File: config.mk
export PLATFORM = sky130hd
export DESIGN_NAME = shift_handshake
export DESIGN_NICKNAME = d
export VERILOG_FILES = /design/src/rtl/hs_pkg.sv /design/src/rtl/hs_fsm.sv /design/src/rtl/hs_rxbuf.sv /design/src/rtl/hs_txbuf.sv /design/src/rtl/shift_handshake.sv
export SDC_FILE = /design/constraint.sdc
export NUM_CORES = 1
export LEC_CHECK = 0
export BUFFER_PORTS_ARGS = -buffer_cell sky130_fd_sc_hd__buf_4
export CORE_AREA = 3 3 458 460
export DETAILED_ROUTE_END_ITERATION = 6
export DIE_AREA = 0 0 461 463
export SYNTH_ARGS = -nofsm -noshare
export SYNTH_HDL_FRONTEND = slang
export SYNTH_SLANG_ARGS = --single-unit
File: constraint.sdc
create_clock -name clk -period 3.6 [get_ports clk]
set_clock_uncertainty 0.1 [all_clocks]
set_input_delay 0.18 -clock clk [delete_from_list [all_inputs] [get_ports clk]]
set_output_delay 0.18 -clock clk [all_outputs]
set_load 0.005 [all_outputs]
File: src/rtl/hs_pkg.sv
package hs_pkg;
    typedef enum logic {
        HS_IDLE   = 1'b0,
        HS_ACTIVE = 1'b1
    } hs_state_t;

    localparam int OFS_SHIFT   = 10;
    localparam int OFS_AUX     = 11;
    localparam int AUX_DIR_BIT = 4;
endpackage

File: src/rtl/hs_fsm.sv
module hs_fsm
    import hs_pkg::*;
(
    input  logic clk,
    input  logic rst_n,
    input  logic xfer_n,
    input  logic ack_n,
    output logic ev_byte,
    output logic ev_sync,
    output logic ev_end
);
    hs_state_t state_q, state_d;
    logic      ack_q;
    logic      prev_xfer_n;

    always_comb begin
        state_d = state_q;
        unique case (state_q)
            HS_IDLE:   if (!xfer_n) state_d = HS_ACTIVE;  // START
            HS_ACTIVE: if (xfer_n)  state_d = HS_IDLE;    // FINISH
        endcase
    end

    always_ff @(posedge clk or negedge rst_n) begin
        if (!rst_n) begin
            state_q <= HS_IDLE;
            ack_q   <= 1'b1;
        end else begin
            state_q <= state_d;
            ack_q   <= ack_n;
        end
    end

    assign prev_xfer_n = (state_q == HS_IDLE);

    always_comb begin
        ev_byte = !xfer_n && ({xfer_n, ack_n} != {prev_xfer_n, ack_q});
        ev_sync = xfer_n && prev_xfer_n && (ack_n != ack_q);
        ev_end  = xfer_n && !prev_xfer_n;
    end
endmodule

File: src/rtl/hs_rxbuf.sv
module hs_rxbuf #(
    parameter int DEPTH = 16,
    parameter int DW    = 8,
    localparam int IW   = $clog2(DEPTH),
    localparam int CW   = $clog2(DEPTH + 1)
) (
    input  logic          clk,
    input  logic          rst_n,
    input  logic          push,
    input  logic [DW-1:0] push_data,
    input  logic          clear,
    output logic [CW-1:0] count,
    output logic          full,
    input  logic [IW-1:0] rd_idx,
    output logic [DW-1:0] rd_data
);
    logic [DW-1:0] mem [DEPTH];

    assign full    = (count == CW'(DEPTH));
    assign rd_data = mem[rd_idx];

    always_ff @(posedge clk) begin
        if (push && !full) mem[count[IW-1:0]] <= push_data;
    end

    always_ff @(posedge clk or negedge rst_n) begin
        if (!rst_n)              count <= '0;
        else if (clear)          count <= '0;
        else if (push && !full)  count <= count + CW'(1);
    end
endmodule

File: src/rtl/hs_txbuf.sv
module hs_txbuf #(
    parameter int DEPTH = 128,
    parameter int DW    = 8,
    localparam int IW   = $clog2(DEPTH),
    localparam int CW   = $clog2(DEPTH + 1)
) (
    input  logic          clk,
    input  logic          rst_n,
    input  logic          wr_en,
    input  logic [IW-1:0] wr_idx,
    input  logic [DW-1:0] wr_data,
    input  logic          commit,
    input  logic [CW-1:0] commit_len,
    input  logic          pop,
    output logic [DW-1:0] head,
    output logic          pending,
    output logic          last
);
    logic [DW-1:0] mem [DEPTH];
    logic [CW-1:0] idx_q, len_q;

    assign head    = mem[idx_q[IW-1:0]];
    assign pending = (idx_q < len_q);
    assign last    = pending && ((idx_q + CW'(1)) == len_q);

    always_ff @(posedge clk) begin
        if (wr_en) mem[wr_idx] <= wr_data;
    end

    always_ff @(posedge clk or negedge rst_n) begin
        if (!rst_n) begin
            idx_q <= '0;
            len_q <= '0;
        end else if (commit) begin
            idx_q <= '0;
            len_q <= (commit_len > CW'(DEPTH)) ? CW'(DEPTH) : commit_len;
        end else if (pop && pending) begin
            idx_q <= idx_q + CW'(1);
        end
    end
endmodule

File: src/rtl/shift_handshake.sv
module shift_handshake
    import hs_pkg::*;
#(
    parameter int RX_DEPTH = 16,
    parameter int TX_DEPTH = 128,
    parameter int DW       = 8,
    parameter int AW       = 4,
    localparam int RX_IW   = $clog2(RX_DEPTH),
    localparam int RX_CW   = $clog2(RX_DEPTH + 1),
    localparam int TX_IW   = $clog2(TX_DEPTH),
    localparam int TX_CW   = $clog2(TX_DEPTH + 1)
) (
    input  logic             clk,
    input  logic             rst_n,
    input  logic             xfer_n,
    input  logic             ack_n,
    output logic             req_n,
    input  logic [AW-1:0]    bus_addr,
    input  logic             bus_wr,
    input  logic             bus_rd,
    input  logic [DW-1:0]    bus_wdata,
    output logic [DW-1:0]    bus_rdata,
    output logic             sr_irq,
    output logic             pkt_done,
    output logic [RX_CW-1:0] pkt_len,
    input  logic [RX_IW-1:0] rx_rd_idx,
    output logic [DW-1:0]    rx_rd_data,
    input  logic             tx_wr_en,
    input  logic [TX_IW-1:0] tx_wr_idx,
    input  logic [DW-1:0]    tx_wr_data,
    input  logic             tx_commit,
    input  logic [TX_CW-1:0] tx_commit_len
);
    logic             ev_byte, ev_sync, ev_end;
    logic [RX_CW-1:0] rx_count;
    logic             rx_full;
    logic [DW-1:0]    tx_head;
    logic             tx_pending, tx_last;
    logic [DW-1:0]    shift_q, aux_q;
    logic             dir_rx, rx_push, tx_pop, stored, irq_set;
    logic             acc_shift, acc_aux;

    hs_fsm u_fsm (
        .clk     (clk),
        .rst_n   (rst_n),
        .xfer_n  (xfer_n),
        .ack_n   (ack_n),
        .ev_byte (ev_byte),
        .ev_sync (ev_sync),
        .ev_end  (ev_end)
    );

    hs_rxbuf #(.DEPTH(RX_DEPTH), .DW(DW)) u_rx (
        .clk       (clk),
        .rst_n     (rst_n),
        .push      (rx_push),
        .push_data (shift_q),
        .clear     (ev_end),
        .count     (rx_count),
        .full      (rx_full),
        .rd_idx    (rx_rd_idx),
        .rd_data   (rx_rd_data)
    );

    hs_txbuf #(.DEPTH(TX_DEPTH), .DW(DW)) u_tx (
        .clk        (clk),
        .rst_n      (rst_n),
        .wr_en      (tx_wr_en),
        .wr_idx     (tx_wr_idx),
        .wr_data    (tx_wr_data),
        .commit     (tx_commit),
        .commit_len (tx_commit_len),
        .pop        (tx_pop),
        .head       (tx_head),
        .pending    (tx_pending),
        .last       (tx_last)
    );

    always_comb begin
        acc_shift = (bus_addr == AW'(OFS_SHIFT));
        acc_aux   = (bus_addr == AW'(OFS_AUX));
        dir_rx    = aux_q[AUX_DIR_BIT];
        rx_push   = ev_byte && dir_rx;
        tx_pop    = ev_byte && !dir_rx && tx_pending;
        stored    = rx_push && !rx_full;
        irq_set   = stored || tx_pop || ev_sync || ev_end;
        if (acc_shift)    bus_rdata = shift_q;
        else if (acc_aux) bus_rdata = aux_q;
        else              bus_rdata = '0;
    end

    always_ff @(posedge clk or negedge rst_n) begin
        if (!rst_n) begin
            shift_q  <= '0;
            aux_q    <= '0;
            sr_irq   <= 1'b0;
            req_n    <= 1'b1;
            pkt_done <= 1'b0;
            pkt_len  <= '0;
        end else begin
            if (tx_pop)                   shift_q <= tx_head;
            else if (bus_wr && acc_shift) shift_q <= bus_wdata;

            if (bus_wr && acc_aux) aux_q <= bus_wdata;

            if (irq_set)                  sr_irq <= 1'b1;
            else if (bus_rd && acc_shift) sr_irq <= 1'b0;

            if (tx_pop && tx_last)          req_n <= 1'b1;
            else if (ev_sync)               req_n <= ack_n;
            else if (xfer_n && tx_pending)  req_n <= 1'b0;

            pkt_done <= ev_end && (rx_count != '0);
            pkt_len  <= rx_count;
        end
    end
endmodule

==> results.tsv <==
stage	metric	value	unit
sta	slew_headroom	16.27	%
clock_tree	cts_setup_buffers	0	
pwr	combPwrFrac	8.1	%
yosys	synth_largest_area_cell	edfxtp_1	
route	wire_per_inst	22.45	µm
grt	antenna_found_initial	6	
sta	worst_slew_pin_slew	1256	ps
clock_tree	ctsResizeCount	0	
yosys	synth-xor-area-share	0.2776	%
layout	nets	2717	
sta	rsz0062_at_grt	no	
setup_path	max_stage_delay	690	ps
pwr	seqPwrFrac	51.6	%
yosys	muxShareOfSynthArea	15.34	%
yosys	synth.avg_cell_area	20.14	µm²
setup_path	crit_family	compound AO/OA/AOI/OAI gates	
yosys	synth-simple-area-share	3.434	%
sta	max_freq	290.2	MHz
yosys	synth_top_family_by_area	multiplexers	
clock_tree	ctsHoldBuffers	52	
route	detail_route.iter0.violations	2821	
grt	grt_use_total	11.23	%
floorplanning	ios	71	
setup_path	worst-path-buf-inv	2	
grt	first_global_vias	24680	
floorplanning	chipHeight	463	µm
setup_path	critPathCaptureType	register	
setup_path	cp_cell_sequence	buf_4, buf_4, mux4_2, o22ai_1, o41ai_1, o41ai_1, a2111oi_0, o21bai_1	
route	drc_errors	0	
layout	multi_input_comb_area	0.01075	mm²
setup_path	path_depth	8	
min_path	hold_end	u_tx.mem[50][2]	
sta	setup_tns	0	ps
floorplanning	initial_core_util	22.92	%
setup_path	regToRegSetupSlack	150	ps
floorplanning	num_rows	167	
setup_path	critPathSlowestCell	dfrtp_4	
setup_path	r2r_end	shift_q[3]	
yosys	ys_seq_area_share	75.58	%
route	routed_via_density	4.445	
sta	setup_violations	0	
layout	final_util	27.44	%
setup_path	path_max_fanout	18	
setup_path	arrival	4000	ps
min_path	hp-class	in2reg	
setup_path	required	4150	ps
yosys	yosysWarnings	0	
sta	min_period	3446	ps
run_status	outcome	complete, no violations	
floorplanning	dieArea	0.2134	mm²
yosys	ys_top_cells_by_area	edfxtp_1 (73%), mux4_2 (13%), dfrtp_1 (2.4%)	
sta	post-route-period-util	95.72	%
route	drt_wl_total	122.6	mm
route	dr.pass1.iters	5	
clock_tree	cts_buffers	119	
layout	fin_cells	5460	
pwr	p_switching	0.006966	W
clock_tree	cts_tree	built	
sta	hold_violations	0	
yosys	synth_edf_count	1152	
pwr	total_power	0.03071	W
run	max_cap_violations	0	
pwr	switching_share	22.68	%
route	antenna_left	0	
setup_path	cp-start-kind	register	
grt	grt_pass1_wl	177.5	mm
pwr	power_density	542.2	mW/mm²
clock_tree	clk_pin_slew	70	ps
yosys	syn_inst	2350	
setup_path	critPathKind	reg2reg	
pwr	p_int	0.02375	W
yosys	synth_nets	2412	
grt	overflow	0	
place	gp_congestion	0.8119	
yosys	ys_ff_latch	1199	
sta	finalMaxSlewViolations	0	
yosys	netlist_area	0.04733	mm²
min_path	hold_depth	1	
clock_tree	clk_latency	740	ps
layout	drive_gt1_share	26.72	%
clock_tree	htreeDepth	3	
min_path	min_from	tx_wr_data[2]	
yosys	synth_compound_area_share	3.252	%
yosys	yosysTopAreaCellShare	73.09	%
place	dp_hpwl	77.28	mm
layout	area_delta_synth_final	19.67	%
floorplanning	core-area	0.2064	mm²
route	dr_total_vias	24270	
grt	grt_max_degree	101	
yosys	synth_ff_type	edfxtp_1	
yosys	async_flop_share	3.920	%
place	dp.cells	5186	
pwr	power_frac_clock	40.3	%
yosys	synthAdderAreaFrac	0.3966	%
pwr	peakVddDrop	372.9	µV
layout	regArea	0.03579	mm²
yosys	synth_cell_types	68	
pwr	p_leak	17.50	nW
clock_tree	clockRootBuffer	clkbuf_16	
setup_path	reg2reg_from	u_tx.idx_q[1]	
setup_path	reg2regPathDepth	8	
clock_tree	clock_sinks	1199	
place	io_buffers	70	
clock_tree	clock_path_buffers	3	
floorplanning	die_x	461	µm
layout	fill_cells	20360	
area by class of cell:
class | instances | share of cell area (%)
inverter | 23 | 0.1524
sequential | 1199 | 63.18
clock buffer | 146 | 5.529
multi-input combinational | 1000 | 18.98
clock inverter | 74 | 1.361
tap | 2704 | 5.973
antenna | 2 | 0.008836
timing repair buffer | 312 | 4.816
stage by stage:
| step | cell area [µm²] | hold slack (ps) | setup slack, ps |
|---|---|---|---|
| 3_3_place_gp | 52190 | 149.6 | 320.1 |
| 4_1_cts | 56630 | 5.787 | 231.2 |
| 3_5_place_dp | 52190 | 141.7 | 249.6 |
| 5_1_grt | 56640 | 29.10 | 149.2 |
| 6_report | 56640 | 1.400 | 153.9 |
| 2_1_floorplan | 47330 | -215.6 | 678.6 |
cells in the final DEF (no fill, tap or decap), drive strengths merged, types with 15 or more instances in the layout:
master       count
a21oi           33
a221oi          21
a22oi           22
and2            19
buf            261
clkbuf         146
clkinv          56
dfrtp           45
dlygate4sd3     51
edfxtp        1152
ha              15
inv             25
mux2            26
mux2i          102
mux4           264
nand2           64
nand3           30
nor2           156
nor2b           20
o21ai           52
o22ai           20
how the worst max path moves through the flow:
stage / start / to / slack, ps
detailed placement: u_tx.idx_q[1] / shift_q[3] / 250
global route: u_tx.idx_q[1] / shift_q[3] / 150
CTS: u_tx.idx_q[1] / shift_q[3] / 230
finish: u_tx.idx_q[1] / shift_q[3] / 150
global placement: u_tx.idx_q[1] / shift_q[3] / 320
floorplan: u_tx.idx_q[0] / shift_q[0] / 680
synthesized netlist by cell type, types with 21 or more instances:
library cell / n
mux4_2: 264
clkbuf_1: 64
o21ai_0: 22
dfrtp_1: 45
nor2_1: 156
nand2_1: 64
a22oi_1: 22
o21ai_1: 30
edfxtp_1: 1152
nand3_1: 30
a221oi_1: 21
mux2i_1: 102
mux2_2: 25
a21oi_1: 33
cell families (layout without fill, tap and decap cells):
| logic type | count (synthesis) | count (layout) |
|---|---|---|
| buf+inv | 151 | 555 |
| other cells | 0 | 2 |
| mux | 392 | 392 |
| xor+xnor | 15 | 15 |
| flops | 1199 | 1199 |
| fa+ha+maj | 15 | 15 |
| compound gates | 225 | 225 |
| simple gates | 353 | 353 |
power by group through the flow:
stage	combinational (W)	sequential (W)	clock, W
2_1_floorplan	0.00153	0.0160	0
3_3_place_gp	0.00240	0.0161	0
3_5_place_dp	0.00242	0.0161	0
4_1_cts	0.00250	0.0158	0.0126
5_1_grt	0.00265	0.0159	0.0132
6_report	0.00248	0.0158	0.0124
flip-flops by register name (all words and copies together), names as in the netlist, 5 cells and up:
signal,cells
u_tx.mem,1024
u_rx.mem,128
aux_q,8
shift_q,8
u_tx.idx_q,8
u_tx.len_q,8
pkt_len,5
u_rx.count,5
worst reg2reg max path: stages (launching register included):
cell	delay, ps
dfrtp_4	690
buf_4	350
buf_4	260
mux4_2	250
o22ai_1	110
o41ai_1	610
o41ai_1	250
a2111oi_0	590
o21bai_1	180
routing by layer:
metal  wire length (µm)  part of all wire, %  track usage, %  up-vias
met5                 34                0.028               0        -
met4               2813                  2.3           2.928        6
met3               9461                  7.7           2.456      186
met2              57440                   47           17.81     1003
met1              52830                   43           15.56    12780
li1                   -                    -               -    10300
No activity file was read; power rests on OpenSTA's default activity.
